$ cat src/rtl/opaddr_pkg.sv
package opaddr_pkg;
  typedef enum logic [2:0] {
    AM_REGIND  = 3'd0,
    AM_DISP    = 3'd1,
    AM_INDEX   = 3'd2,
    AM_ABS     = 3'd3,
    AM_POSTINC = 3'd4,
    AM_PREDEC  = 3'd5,
    AM_SCALED  = 3'd6,
    AM_MEMIND  = 3'd7
  } amode_e;
endpackage

$ cat src/rtl/opaddr_scale.sv
module opaddr_scale #(
  parameter int AW = 32
) (
  input  logic [AW-1:0] val,
  input  logic [1:0]    sz,
  output logic [AW-1:0] shifted
);
  always_comb begin
    unique case (sz)
      2'd0: shifted = val;
      2'd1: shifted = {val[AW-2:0], 1'b0};
      2'd2: shifted = {val[AW-3:0], 2'b0};
      default: shifted = {val[AW-4:0], 3'b0};
    endcase
  end
endmodule

$ cat src/rtl/opaddr_calc.sv
module opaddr_calc
  import opaddr_pkg::*;
#(
  parameter int AW = 32,
  parameter int DW = 16
) (
  input  amode_e        mode,
  input  logic [AW-1:0] base,
  input  logic [AW-1:0] index,
  input  logic [DW-1:0] disp,
  input  logic [1:0]    sz,
  output logic [AW-1:0] ea,
  output logic          wb_en,
  output logic [AW-1:0] wb_data,
  output logic          is_ind
);
  localparam int EXT = AW - DW;

  logic [AW-1:0] dext, idx_sc, step;

  assign dext = {{EXT{disp[DW-1]}}, disp};

  opaddr_scale #(.AW(AW)) u_idx_scale (.val(index), .sz(sz), .shifted(idx_sc));
  opaddr_scale #(.AW(AW)) u_step_scale (.val(AW'(1)), .sz(sz), .shifted(step));

  always_comb begin
    ea      = base;
    wb_en   = 1'b0;
    wb_data = base;
    is_ind  = 1'b0;
    unique case (mode)
      AM_REGIND:  ea = base;
      AM_DISP:    ea = base + dext;
      AM_INDEX:   ea = base + index;
      AM_ABS:     ea = dext;
      AM_POSTINC: begin
        ea      = base;
        wb_en   = 1'b1;
        wb_data = base + step;
      end
      AM_PREDEC: begin
        ea      = base - step;
        wb_en   = 1'b1;
        wb_data = base - step;
      end
      AM_SCALED:  ea = dext + base + idx_sc;
      AM_MEMIND: begin
        ea     = base;
        is_ind = 1'b1;
      end
      default: ea = base;
    endcase
  end
endmodule

$ cat src/rtl/opaddr_ind_fsm.sv
module opaddr_ind_fsm #(
  parameter int AW = 32
) (
  input  logic          clk,
  input  logic          rst,
  input  logic          start,
  input  logic [AW-1:0] ptr_addr,
  input  logic          mem_rvalid,
  output logic          mem_req,
  output logic [AW-1:0] mem_addr,
  output logic          busy,
  output logic          done
);
  typedef enum logic {S_IDLE, S_WAIT} ist_e;
  ist_e state;

  always_ff @(posedge clk) begin
    if (rst) begin
      state    <= S_IDLE;
      mem_req  <= 1'b0;
      mem_addr <= '0;
    end else begin
      mem_req <= 1'b0;
      unique case (state)
        S_IDLE: if (start) begin
          state    <= S_WAIT;
          mem_req  <= 1'b1;
          mem_addr <= ptr_addr;
        end
        S_WAIT: if (mem_rvalid) state <= S_IDLE;
        default: state <= S_IDLE;
      endcase
    end
  end

  assign busy = (state == S_WAIT);
  assign done = (state == S_WAIT) && mem_rvalid;

  p_req_pulse_r10: assert property (@(posedge clk) disable iff (rst)
    mem_req |=> !mem_req);
  p_busy_on_req_r11: assert property (@(posedge clk) disable iff (rst)
    mem_req |-> busy);
endmodule

$ cat src/rtl/opaddr_gen.sv
module opaddr_gen
  import opaddr_pkg::*;
#(
  parameter int AW = 32,
  parameter int DW = 16
) (
  input  logic          clk,
  input  logic          rst,
  input  logic          in_valid,
  output logic          in_ready,
  input  logic [2:0]    in_mode,
  input  logic [AW-1:0] in_base,
  input  logic [AW-1:0] in_index,
  input  logic [DW-1:0] in_disp,
  input  logic [1:0]    in_size,
  output logic          out_valid,
  output logic [AW-1:0] out_ea,
  output logic          out_wb_en,
  output logic [AW-1:0] out_wb_data,
  output logic          mem_req,
  output logic [AW-1:0] mem_addr,
  input  logic          mem_rvalid,
  input  logic [AW-1:0] mem_rdata
);
  amode_e        mode;
  logic [AW-1:0] c_ea, c_wb_data;
  logic          c_wb_en, c_ind;
  logic          busy, ind_done, accept;
  amode_e        out_mode;

  assign mode     = amode_e'(in_mode);
  assign in_ready = !busy;
  assign accept   = in_valid && in_ready;

  opaddr_calc #(.AW(AW), .DW(DW)) u_calc (
    .mode(mode), .base(in_base), .index(in_index), .disp(in_disp), .sz(in_size),
    .ea(c_ea), .wb_en(c_wb_en), .wb_data(c_wb_data), .is_ind(c_ind)
  );

  opaddr_ind_fsm #(.AW(AW)) u_ind (
    .clk(clk), .rst(rst), .start(accept && c_ind), .ptr_addr(c_ea),
    .mem_rvalid(mem_rvalid), .mem_req(mem_req), .mem_addr(mem_addr),
    .busy(busy), .done(ind_done)
  );

  always_ff @(posedge clk) begin
    if (rst) begin
      out_valid   <= 1'b0;
      out_ea      <= '0;
      out_wb_en   <= 1'b0;
      out_wb_data <= '0;
      out_mode    <= AM_REGIND;
    end else begin
      out_valid <= (accept && !c_ind) || ind_done;
      out_wb_en <= accept && !c_ind && c_wb_en;
      if (ind_done) begin
        out_ea   <= mem_rdata;
        out_mode <= AM_MEMIND;
      end else if (accept && !c_ind) begin
        out_ea      <= c_ea;
        out_wb_data <= c_wb_data;
        out_mode    <= mode;
      end
    end
  end

  p_accept_direct_r9: assert property (@(posedge clk) disable iff (rst)
    (in_valid && in_ready && in_mode != 3'd7) |=> out_valid);
  p_wb_needs_valid_r8: assert property (@(posedge clk) disable iff (rst)
    out_wb_en |-> (out_valid && (out_mode == AM_POSTINC || out_mode == AM_PREDEC)));
  p_dec_match_r6: assert property (@(posedge clk) disable iff (rst)
    (out_valid && out_mode == AM_PREDEC) |-> (out_wb_data == out_ea));
  p_inc_step_r5: assert property (@(posedge clk) disable iff (rst)
    (out_valid && out_mode == AM_POSTINC) |->
      ($countones(out_wb_data - out_ea) == 1 && (out_wb_data - out_ea) <= AW'(8)));
  p_ind_result_r10: assert property (@(posedge clk) disable iff (rst)
    (busy && mem_rvalid) |=> (out_valid && out_ea == $past(mem_rdata) && !out_wb_en));
endmodule

$ cat config.mk
export PLATFORM = sky130hd
export DESIGN_NAME = opaddr_gen
export DESIGN_NICKNAME = d
export VERILOG_FILES = /design/src/rtl/opaddr_pkg.sv /design/src/rtl/opaddr_scale.sv /design/src/rtl/opaddr_calc.sv /design/src/rtl/opaddr_ind_fsm.sv /design/src/rtl/opaddr_gen.sv
export SDC_FILE = /design/constraint.sdc
export NUM_CORES = 1
export LEC_CHECK = 0
export ABC_AREA = 0
export ABC_CLOCK_PERIOD_IN_PS = 12200
export BUFFER_PORTS_ARGS = -buffer_cell sky130_fd_sc_hd__buf_2
export CAP_MARGIN = 20
export CORE_ASPECT_RATIO = 0.9
export CORE_MARGIN = 2
export CORE_UTILIZATION = 38
export CTS_BUF_LIST = sky130_fd_sc_hd__clkbuf_8
export DETAILED_ROUTE_END_ITERATION = 7
export GPL_ROUTABILITY_DRIVEN = 0
export MAX_ROUTING_LAYER = met4
export SKIP_LAST_GASP = 1
export SYNTH_ARGS = -nofsm -noshare
export SYNTH_HDL_FRONTEND = slang
export SYNTH_SLANG_ARGS = --single-unit
$ cat constraint.sdc
create_clock -name clk -period 12.2 [get_ports clk]
set_clock_uncertainty 0.05 [all_clocks]
set_input_delay 0.61 -clock clk [delete_from_list [all_inputs] [get_ports clk]]
set_output_delay 0.61 -clock clk [all_outputs]
set_load 0.01 [all_outputs]
# Yosys cells after proc, flatten, opt, wreduce, memory -nomap -nowiden
# Index checks and enable logic that the tools add are counted.
totals:
  ff_bits: 100
  out_inout_bits: 100
  wordCells: 50
op_classes:
  add_sub_neg: 5
  n_eq_ne: 9
  mux: 11
  n_bitwise: 2
  n_reduce_logical: 16
op_table:
  columns: ["cell", "n"]
  rows:
  - ["32-bit one-hot mux with 6 select lines", 1]
  - ["32-bit adder", 3]
  - ["32-bit one-hot mux with 3 select lines", 1]
  - ["32-bit two-way mux", 2]
  - ["32-bit one-hot mux with 2 select lines", 1]
  - ["32-bit by 4-bit adder with 32-bit output", 1]
  - ["32-bit by 4-bit subtractor with 32-bit output", 1]
  - ["3-bit equality test (second input constant)", 4]
  - ["4-bit one-hot mux with 3 select lines", 1]
  - ["3-bit by 2-bit equality test with 1-bit output (second input constant)", 2]
  - ["1-bit logical AND", 5]
  - ["1-bit two-way mux", 4]
  - ["2-bit AND reduction", 2]
  - ["2-bit OR reduction", 2]
  - ["3-bit by 1-bit equality test with 1-bit output (second input constant)", 1]
  - ["3-bit logical NOT", 1]
  - ["3-bit OR reduction", 1]
  - ["2-bit by 1-bit equality test with 1-bit output (second input constant)", 1]
  - ["2-bit equality test (second input constant)", 1]
  - ["1-bit logical NOT", 2]
  - ["2-bit logical NOT", 1]
  - ["1-bit NOT", 2]
  - ["1-bit one-hot mux with 2 select lines", 1]
  - ["2-bit nonzero test", 1]
  - ["1-bit logical OR", 1]

# Logic depth before layout (Yosys ltp)
# Gate-level depths: netlist (run 1).
logic_depth:
  depth_word: 6
  mapped_depth: 24
  mapped_depth_nobuf: 24

# Hierarchy
# A second synthesis (run 1) with hierarchy kept.
unflattened:
  cells_unflattened: 2029
  area_unflattened_um2: 15397.3
by_module_without_submodules:
  columns: ["module", "instances", "cells_each", "area_per_inst_um2"]
  rows:
  - ["opaddr_calc", 1, 1446, 9738.1]
  - ["opaddr_gen", 1, 294, 2712.6]
  - ["opaddr_ind_fsm", 1, 151, 1525.2]
  - ["opaddr_scale", 2, 69, 710.7]

# Least setup slack after synthesis (run 1)
# OpenSTA, ideal clock, no wires.
synth_path:
  path_type: "input port to flip-flop"
  start: "in in_base[1]"
  end: "reg out_ea[30]"
  setup_time_ns: 0.092
  arrival_ns: 4.944
  required_time_ns: 12.058
  slack_ns: 7.114
  path_stages: 23
  n_path_buf: 0
  path_cell_list: "ha_1 -> a211oi_1 -> o21ai_2 -> a21o_1 -> a21oi_1 -> o21ai_0 -> a21o_1 -> a21o_1 -> a21o_2 -> a21o_1 -> xor2_1 -> ha_1 -> o21a_1 -> nor2_1 -> a21oi_1 -> a31oi_1 -> a211oi_2 -> o211ai_2 -> a31oi_4 -> o211ai_2 -> a2111oi_1 -> a211oi_1 -> o32ai_1"
synth_between:
  elab_chain_len: 5
  elab_cells_between_ends: 7
  cone_classes: "add/sub (4); mux (3)"
synth_rtl:
  columns: ["item", "line", "rtl"]
  rows:
  - ["from (decl)", "opaddr_gen.sv:12", "input logic [AW-1:0] in_base,"]
  - ["32-bit adder", "opaddr_calc.sv:33, opaddr_calc.sv:46", null]
  - ["32-bit adder", "opaddr_calc.sv:46", "AM_SCALED: ea = dext + base + idx_sc;"]
  - ["32-bit one-hot mux with 6 select lines (*)", "opaddr_calc.sv:31", "unique case (mode)"]
  - ["32-bit two-way mux (*)", "opaddr_gen.sv:59", "end else if (accept && !c_ind) begin"]
  - ["32-bit two-way mux (*)", "opaddr_gen.sv:56", "if (ind_done) begin"]
  - ["to (signal assigned)", "opaddr_gen.sv:57", "out_ea <= mem_rdata;"]
  - ["to (decl)", "opaddr_gen.sv:17", "output logic [AW-1:0] out_ea,"]
# Mark *: on every way between the ends. The rest lies on a longest branch, timed or not. The select of a mux whose other input is x is not followed.
# A chain may end at the register's enable or synchronous reset.

# Worst setup path after layout (run 1)
layout_path:
  start: "in in_base[1]"
  end: "reg u_ind.mem_addr[28]"
layout_between:
  elab_chain_len: 3
  elab_cells_between_ends: 5
  cone_classes: "add/sub (4); mux (1)"
layout_rtl:
  columns: ["item", "line", "rtl"]
  rows:
  - ["32-bit adder", "opaddr_calc.sv:33, opaddr_calc.sv:46", null]
  - ["32-bit adder", "opaddr_calc.sv:46", null]
  - ["32-bit one-hot mux with 6 select lines (*)", "opaddr_calc.sv:31", null]
  - ["to (signal assigned)", "opaddr_ind_fsm.sv:28", "mem_addr <= ptr_addr;"]
  - ["to (decl)", "opaddr_ind_fsm.sv:10", "output logic [AW-1:0] mem_addr,"]
# Mark *: on every way between the ends. The rest lies on a longest branch, timed or not.

==> results.ini, run 1 <==
[pwr]
finalPower_mw = 1.376
cellLeakagePower_nw = 5.808
power_density_nw_per_um2 = 98.99
ir_worst_vdd_mv = 0.05327

[clock_network]
tritoncts = yes
total_clock_buffers_created_by_cts = 9
clock_sinks = 100
cts_max_level = 3
worst_skew_pair.late_latency_ps = 380
longest_clk_path_bufs = 2
hold_buffers = 0
post-cts-setup-buffers = 0
post_cts_sizing = 0
path_clk_slew_ps = 100
cts-root-buf = sky130_fd_sc_hd__clkbuf_8

[critical_path]
rr_startpoint = u_ind.busy
path_max_fanout = 10
worstPathArrival_ps = 5940
endpoint_kind = flip-flop
timing.reg2reg.setup_slack_ps = 9950
critPathLaunch = in_base[1]
timing.setup.critical_path_class = in2reg
r2r.worst_path.cells = 6
start_kind = primary input
r2r_end = u_ind.mem_addr[26]
critPathRequiredTime_ps = 12430

[grt]
grt_max_degree = 80
grt-busiest-layer = met2
gr-usage-met2_pct = 45.36
grtUsageMet3_pct = 2.842
overflow = 0
antenna_found_initial = 1
gr-usage-met1_pct = 33.98
vias_in_the_first_global_route = 12814
grt_first_pass_wirelength_um = 71860
grt_usage_pct = 27.14

[drt]
drtAntennaViolNets = 0
post_drt_via_cell_ratio = 6.100
drtIter0Drc = 1203
wl_per_cell_um = 20.68
vias = 13645
drc = 0
dr.pass1.iters = 6
postRouteWirelength_um = 46250

[job]
timing.max_cap.violations = 0

[placed_design]
io_buffers = 220
dp.cells = 2219
dp_hpwl_um = 37170
dpl_cell_area_um2 = 13660
pre_cts_slack_ps = 6225

[synth]
synth-edff-count = 0
yosysTopAreaCell = sky130_fd_sc_hd__dfxtp_1
synth.top_cells.by_count = 182 x sky130_fd_sc_hd__a21oi_1, 178 x sky130_fd_sc_hd__nor2_1, 151 x sky130_fd_sc_hd__nand2_1, 101 x sky130_fd_sc_hd__ha_1, 100 x sky130_fd_sc_hd__dfxtp_1
synthesis.yosys.warnings = 0
avgSynthCellArea_um2 = 7.413
yosys_most_used_dff = sky130_fd_sc_hd__dfxtp_1
cell_area_after_synthesis_um2 = 12450
synth_most_common_cell = sky130_fd_sc_hd__a21oi_1
asyncSetResetFlopFracSynth_pct = 0
synth_largest_type_area_fraction_pct = 16.08
synth_top_cells_by_area = sky130_fd_sc_hd__dfxtp_1 16%, sky130_fd_sc_hd__ha_1 10%, sky130_fd_sc_hd__a21oi_1 7.3%
syn_inst = 1680
synth.net_count = 1907
postSynthRegisterBits = 100
yosysSeqAreaShare_pct = 16.08
yosysUniqueCellTypes = 101

[timing]
timing.max_slew.rel_slack_pct = 27.46
setup_viol = 0
rsz0062_at_grt = false
timing_max_transition_violations_final = 0
max_freq_mhz = 175.2
worst_pin_slew_ps = 1087
tns_ps = 0
period_share_pct = 46.78
timing.final.hold_violations = 0
holdWs_ps = 407.7
period_needed_ps = 5707
setup_ws_final_ps = 6493

[die]
die_h_um = 175.7
fp.coreArea_um2 = 32120
die_area_um2 = 34240
initial_utilization_pct = 38.78
die_width_um = 194.8
ioPinCount = 221
rows = 62

[hold_path]
worstHoldStart = u_ind.mem_addr[10]
type_of_the_most_critical_hold_path = reg2reg
timing.hold.worst_path_depth = 2
whs_endpoint = u_ind.mem_addr[10]

[cells_and_area]
finalInstanceArea_um2 = 13900
layout-area-overhead-vs-synth_pct = 11.61
final_core_util_pct = 43.28
filler_cell_count = 3421
nets = 2042
drive_gt1_share_pct = 17.47
final_cells = 2237

[outcome]
outcome = completed

## layer usage
metal  wire length (um)  vias to the layer above
met5                  0                        -
met4               1776                        0
met2              21990                      486
met1              20160                     6462
met3               2320                       95
li1                   -                     6602
## flip-flops by register name (all words and copies together), names as in the netlist
register	cells
u_ind.mem_req	1
out_ea	32
u_ind.mem_addr	32
out_wb_data	32
out_wb_en	1
u_ind.busy	1
out_valid	1
## report_power, final
part,total (mW),switching [mW],internal (mW)
Clock,0.247,0.119,0.128
Combinational,0.769,0.468,0.301
Sequential,0.360,0.0113,0.349
Total,1.38,0.599,0.777
## how the worst max path moves through the flow
stage	cells past startpoint	endpoint	slack (ps)
after floorplan	23	out_ea[30]	7110
after global placement	24	out_ea[30]	6380
after detailed placement	24	u_ind.mem_addr[28]	6230
after CTS	24	u_ind.mem_addr[28]	6580
after global routing	24	u_ind.mem_addr[28]	6160
final	24	u_ind.mem_addr[28]	6490
## area by class of cell
type	instances	area (um2)	area share, %
diodes	1	2.502	0.01800
clock buffers	11	151.4	1.089
clock inverters	5	81.33	0.5851
inverters	36	135.1	0.9722
multi-input cells	1432	9786	70.40
flip-flops and latches	100	2002	14.40
well taps	416	520.5	3.745
repair buffers	236	1221	8.786
## worst max-delay path, cell delays in order
cell and delay (ps):
sky130_fd_sc_hd__buf_2 240, sky130_fd_sc_hd__ha_1 290, sky130_fd_sc_hd__a211oi_1 350, sky130_fd_sc_hd__o21ai_2 170, sky130_fd_sc_hd__a21o_1 180, sky130_fd_sc_hd__a21oi_1 230
sky130_fd_sc_hd__o21ai_0 180, sky130_fd_sc_hd__a21o_1 210, sky130_fd_sc_hd__a21o_1 190, sky130_fd_sc_hd__a21o_2 210, sky130_fd_sc_hd__a21o_1 190, sky130_fd_sc_hd__xor2_1 160
sky130_fd_sc_hd__ha_1 340, sky130_fd_sc_hd__o21a_1 130, sky130_fd_sc_hd__nor2_1 30, sky130_fd_sc_hd__a21oi_1 220, sky130_fd_sc_hd__a31oi_1 180, sky130_fd_sc_hd__a211oi_2 270
sky130_fd_sc_hd__o211ai_2 190, sky130_fd_sc_hd__a31oi_4 290, sky130_fd_sc_hd__o211ai_2 150, sky130_fd_sc_hd__a2111oi_0 510, sky130_fd_sc_hd__a211oi_1 150, sky130_fd_sc_hd__a211oi_1 260
## placed cells by master (no fill, tap or decap), drive strengths merged, types with 35 or more instances in the layout
cell / synthesis / routed
a211oi: 40 / 40
nand2: 152 / 152
a21oi: 183 / 183
xor2: 35 / 35
buf: 22 / 235
xnor2: 56 / 56
dfxtp: 100 / 100
inv: 35 / 38
ha: 101 / 101
nand3: 44 / 44
nor3: 43 / 43
nor2: 181 / 181
o21ai: 109 / 109
or3: 38 / 38
a21o: 57 / 57
## cells by family after synthesis
| logic type | synth area share [%] |
|---|---|
| fa+ha+maj | 10.95 |
| xor+xnor | 6.742 |
| flops | 16.08 |
| buf+inv | 5.446 |
| mux | 6.239 |
| simple gates | 22.15 |
| compound gates | 32.39 |
(Power assumes the default switching activity.)
==> run 2, diff against run 1 <==
Settings changed: ABC_AREA 0 to 1, ABC_CLOCK_PERIOD_IN_PS 12200 to 5260.
Clock period 12.2 ns to 5.26 ns, I/O delays scaled along.
==> results.ini, run 2 <==
[outcome]
outcome = completed

[clock_network]
cts_max_level = 3
hold_buffers = 0
worst_skew_pair.late_latency_ps = 390
total_clock_buffers_created_by_cts = 9
post_cts_sizing = 0
path_clk_slew_ps = 120
cts-root-buf = sky130_fd_sc_hd__clkbuf_8
clock_sinks = 100
longest_clk_path_bufs = 2
post-cts-setup-buffers = 0
tritoncts = yes

[drt]
post_drt_via_cell_ratio = 5.710
drc = 0
wl_per_cell_um = 19.21
vias = 16507
postRouteWirelength_um = 55550
drtAntennaViolNets = 0
drtIter0Drc = 1861
dr.pass1.iters = 7

[synth]
synth_largest_type_area_fraction_pct = 15.39
yosysTopAreaCell = sky130_fd_sc_hd__dfxtp_1
yosysSeqAreaShare_pct = 15.39
synth.top_cells.by_count = 518 x sky130_fd_sc_hd__nand2_1, 300 x sky130_fd_sc_hd__inv_1, 210 x sky130_fd_sc_hd__a21oi_1, 206 x sky130_fd_sc_hd__nor2_1, 169 x sky130_fd_sc_hd__o21ai_0
synth_top_cells_by_area = sky130_fd_sc_hd__dfxtp_1 15%, sky130_fd_sc_hd__nand2_1 15%, sky130_fd_sc_hd__ha_1 9.7%
synth_most_common_cell = sky130_fd_sc_hd__nand2_1
cell_area_after_synthesis_um2 = 13010
synth-edff-count = 0
yosys_most_used_dff = sky130_fd_sc_hd__dfxtp_1
syn_inst = 2246
yosysUniqueCellTypes = 54
synth.net_count = 2473
asyncSetResetFlopFracSynth_pct = 0
avgSynthCellArea_um2 = 5.791
synthesis.yosys.warnings = 0
postSynthRegisterBits = 100

[timing]
timing_max_transition_violations_final = 0
tns_ps = 0
worst_pin_slew_ps = 1038
max_freq_mhz = 241.1
setup_ws_final_ps = 1113
timing.final.hold_violations = 0
period_needed_ps = 4147
period_share_pct = 78.84
setup_viol = 0
timing.max_slew.rel_slack_pct = 30.31
rsz0062_at_grt = false

[critical_path]
crit_path_frequent_cell = sky130_fd_sc_hd__nand2_1
worstPathArrival_ps = 4360
path_max_fanout = 19
timing.critical_path.buf_inv = 3
endpoint_kind = flip-flop
timing.critical_path.slowest_cell_delay_ps = 470
cell_class_contributing_the_biggest_share_of_worst_path_delay = simple AND/OR/NAND/NOR gates
critPathRequiredTime_ps = 5470
timing.setup.critical_path_class = in2reg
slowest_stage = sky130_fd_sc_hd__ha_1
start_kind = primary input

[die]
fp.coreArea_um2 = 33870
die_h_um = 179.5
die_area_um2 = 35730
die_width_um = 199.0
ioPinCount = 221
rows = 64
initial_utilization_pct = 38.40

[job]
timing.max_cap.violations = 0

[grt]
antenna_found_initial = 3
vias_in_the_first_global_route = 14790
overflow = 0
grt_first_pass_wirelength_um = 83860
grt_usage_pct = 31.07
grt_max_degree = 70

[cells_and_area]
layout.cells.most_common = sky130_fd_sc_hd__nand2_1
layout-area-overhead-vs-synth_pct = 13.56
reg.largest.list = out_ea (32), out_wb_data (32), u_ind.mem_addr (32)
drive_gt1_share_pct = 12.45
final_cell_mix = 518 x sky130_fd_sc_hd__nand2_1, 298 x sky130_fd_sc_hd__inv_1, 220 x sky130_fd_sc_hd__buf_2, 210 x sky130_fd_sc_hd__a21oi_1, 204 x sky130_fd_sc_hd__nor2_1
nets = 2648

[pwr]
power_density_nw_per_um2 = 209.3
finalPower_mw = 3.092
ir_worst_vdd_mv = 0.1239
cellLeakagePower_nw = 7.444

[hold_path]
type_of_the_most_critical_hold_path = in2reg

[placed_design]
io_buffers = 220
dp_hpwl_um = 46050
pre_cts_slack_ps = 900.3

run 2: cell count changes in the layout (fill, tap and decap cells not counted), sizes merged, moves of 20 or more:
cell	change
a21oi	+28
or3	-38
nand4	+40
mux2i	-30
inv	+274
a211oi	-34
mux4	-20
nor2	+28
a21o	-50
nand3	+119
a22oi	-25
o21ai	+78
xnor2	-43
nand2	+371
run 2: power by group:
group          leakage [nW]  total (mW)  switching (mW)  internal, mW
clock                0.0951       0.498           0.313         0.184
sequential            0.821       0.839          0.0282         0.811
combinational          6.53        1.76            1.18         0.578
total                  7.44        3.09            1.52          1.57
run 2: worst min-delay path, cell delays in order:
cell                      delay, ps
sky130_fd_sc_hd__buf_2          100
sky130_fd_sc_hd__nand2_1         50
sky130_fd_sc_hd__a31oi_1         80
run 2: cells by family after synthesis:
family | after synthesis | share of synthesized area, %
buffers and inverters | 392 | 11.40
DFF | 100 | 15.39
adders and majority gates | 106 | 10.48
and+or+nand+nor | 1033 | 34.18
AOI/OAI and AO/OA | 583 | 26.39
xor gates and xnor gates | 32 | 2.155
run 2: cell type report:
class,instances,area [um2]
Antenna cell,3,7.507
Clock buffer,9,123.9
Clock inverter,7,70.07
Fill cell,3747,19100
Inverter,316,1186
Multi-Input combinational cell,1754,9533
Sequential cell,100,2002
Tap cell,462,578.1
Timing Repair Buffer,240,1271
run 2: metrics by stage:
stage | hold slack, ps | util, % | cells | cell area (um2)
2_1_floorplan | 380.3 | - | 2246 | 13010
5_1_grt | 60.75 | 43.61 | 2891 | 14770
6_report | 80.27 | 43.61 | 2891 | 14770
3_3_place_gp | 424.6 | 42.91 | 2870 | 14540
3_5_place_dp | 425.4 | 42.91 | 2870 | 14540
4_1_cts | 61.63 | 43.48 | 2886 | 14730
run 2: final timing paths:
path | startpoint | end | slack, ps | cells after the start
setup / recovery | in_disp[15] | out_ea[27] | 1110 | 25
hold / removal | mem_rdata[6] | out_ea[6] | 80 | 3
setup reg to reg | u_ind.busy | out_wb_data[4] | 3000 | 9
hold reg to reg | out_ea[7] | out_ea[7] | 440 | 2
run 2: routing by layer:
metal	wire, um	vias to the layer above	global-route usage (%)	part of all wire (%)
li1	-	8002	-	-
met1	23770	7466	41.26	43
met2	23950	905	47.36	43
met3	5113	134	3.996	9.2
met4	2714	0	12.87	4.9
met5	0	-	-	0
==> run 3, diff against run 2 <==
Settings changed: ABC_CLOCK_PERIOD_IN_PS 5260 to 3900.
Clock period 5.26 ns to 3.9 ns, I/O delays scaled along.
==> results.ini, run 3 (same netlist as run 2, synthesis figures left out) <==
[outcome]
outcome = completed

[pwr]
power_density_nw_per_um2 = 285.8
ir_worst_vdd_mv = 0.1858
cellLeakagePower_nw = 7.840
finalPower_mw = 4.393

[critical_path]
path_max_fanout = 13
critPathRequiredTime_ps = 4130
timing.reg2reg.setup_slack_ps = 1630
timing.critical_path.buf_inv = 4
endpoint_kind = flip-flop
start_kind = primary input
crit_path_frequent_cell = sky130_fd_sc_hd__nand3_1
timing.critical_path.cells = buf_2 > buf_4 > ha_1 > nand4_1 > nor2_1 > nand3b_1 > nand3_1 > nand3_1 > nand3_1 > xor2_1 > inv_1 > ha_1 > a21oi_1 > o21a_1 > o21ai_0 > a21oi_1 > nand3_1 > nand3_1 > nand3_1 > o21ai_1 > inv_1
worstPathArrival_ps = 3830
timing.setup.critical_path_class = in2reg
rr_startpoint = u_ind.busy
slowest_stage = sky130_fd_sc_hd__ha_1
timing.critical_path.slowest_cell_delay_ps = 370
critPathLaunch = in_disp[15]
cell_class_contributing_the_biggest_share_of_worst_path_delay = simple AND/OR/NAND/NOR gates

[timing]
holdWs_ps = 33.25
period_needed_ps = 3606
setup_viol = 0
timing.max_slew.rel_slack_pct = 18.96
timing_max_transition_violations_final = 0
max_freq_mhz = 277.3
period_share_pct = 92.46
rsz0062_at_grt = false
timing.final.hold_violations = 0
worst_pin_slew_ps = 1197

[drt]
wl_per_cell_um = 19.07
post_drt_via_cell_ratio = 5.700
dr.pass1.iters = 7
drc = 0
drtAntennaViolNets = 0
postRouteWirelength_um = 56620
vias = 16922
drtIter0Drc = 1870

[die]
die_width_um = 199.0
fp.coreArea_um2 = 33870
die_h_um = 179.5
rows = 64
ioPinCount = 221
die_area_um2 = 35730
initial_utilization_pct = 38.40

[clock_network]
total_clock_buffers_created_by_cts = 9
tritoncts = yes
path_clk_slew_ps = 90
cts_max_level = 3
worst_skew_pair.late_latency_ps = 370
clock_sinks = 100
longest_clk_path_bufs = 2
cts-root-buf = sky130_fd_sc_hd__clkbuf_8

[cells_and_area]
final_cell_mix = 518 x sky130_fd_sc_hd__nand2_1, 299 x sky130_fd_sc_hd__inv_1, 220 x sky130_fd_sc_hd__buf_2, 210 x sky130_fd_sc_hd__a21oi_1, 204 x sky130_fd_sc_hd__nor2_1
layout.cells.most_common = sky130_fd_sc_hd__nand2_1
layout.area.seq_um2 = 2002
drive_gt1_share_pct = 15.17
layout-area-overhead-vs-synth_pct = 18.20
multiInputGateArea_um2 = 9534
nets = 2727
reg.largest.list = out_ea (32), out_wb_data (32), u_ind.mem_addr (32)
filler_cell_count = 3701

[grt]
vias_in_the_first_global_route = 15324
antenna_found_initial = 1
grt_first_pass_wirelength_um = 85790
overflow = 0
grt_max_degree = 70
grt_usage_pct = 31.79

[placed_design]
io_buffers = 220
dp_hpwl_um = 46990

[hold_path]
type_of_the_most_critical_hold_path = in2reg
worstHoldStart = mem_rdata[17]

[job]
timing.max_cap.violations = 0

run 3: final timing paths:
path | depth (start not counted) | to
setup / recovery | 21 | u_ind.mem_addr[29]
hold / removal | 3 | out_ea[17]
setup reg to reg | 9 | out_wb_data[4]
hold reg to reg | 2 | out_ea[17]
run 3: timing repair:
action                                  in CTS  in global routing
hold buffers                                 0                  0
resized for setup                            0                  3
endpoints found under the setup margin       0                  6
buffers inserted                             0                  2
run 3: area by class of cell:
type,count,share of cell area [%]
timing repair buffer,319,12.08
clock buffer,12,1.074
antenna,2,0.03255
tap,462,3.760
inverter,316,7.715
clock inverter,4,0.3092
sequential,100,13.02
multi-input combinational,1754,62.01
run 3: worst reg2reg max path, stage by stage (launching register included):
cell,delay [ps]
sky130_fd_sc_hd__dfxtp_1,320
sky130_fd_sc_hd__inv_1,80
sky130_fd_sc_hd__nand2_1,110
sky130_fd_sc_hd__inv_1,70
sky130_fd_sc_hd__nand2_1,70
sky130_fd_sc_hd__inv_2,410
sky130_fd_sc_hd__buf_4,480
sky130_fd_sc_hd__o21ai_0,180
sky130_fd_sc_hd__a311oi_1,330
sky130_fd_sc_hd__nor2_1,70
run 3: power by group:
part	switching (mW)	internal, mW	total [mW]
Sequential	0.0372	1.09	1.13
Clock	0.367	0.348	0.715
Combinational	1.63	0.916	2.55
run 3: per-stage QoR:
| stage | TNS (ps) | setup WS, ps | cell area (um2) | util, % | cells |
|---|---|---|---|---|---|
| 5_1_grt | 0 | 6.425 | 15370 | 45.38 | 2968 |
| 4_1_cts | 0 | 392.0 | 15330 | 45.27 | 2964 |
| 3_5_place_dp | -12.24 | -6.447 | 15120 | 44.64 | 2948 |
| 3_3_place_gp | -32.45 | -32.45 | 15120 | 44.64 | 2948 |
| 6_report | 0 | 294.0 | 15370 | 45.39 | 2969 |
| 2_1_floorplan | 0 | 611.5 | 13010 | - | 2246 |
run 3: metal layers:
metal  vias up  wire length [um]  track usage [%]
li1       8175                 -                -
met1      7681             23680            40.81
met2       911             24270            48.21
met3       155              5628            5.835
met4         0              3036            14.54
met5         -                 0                -
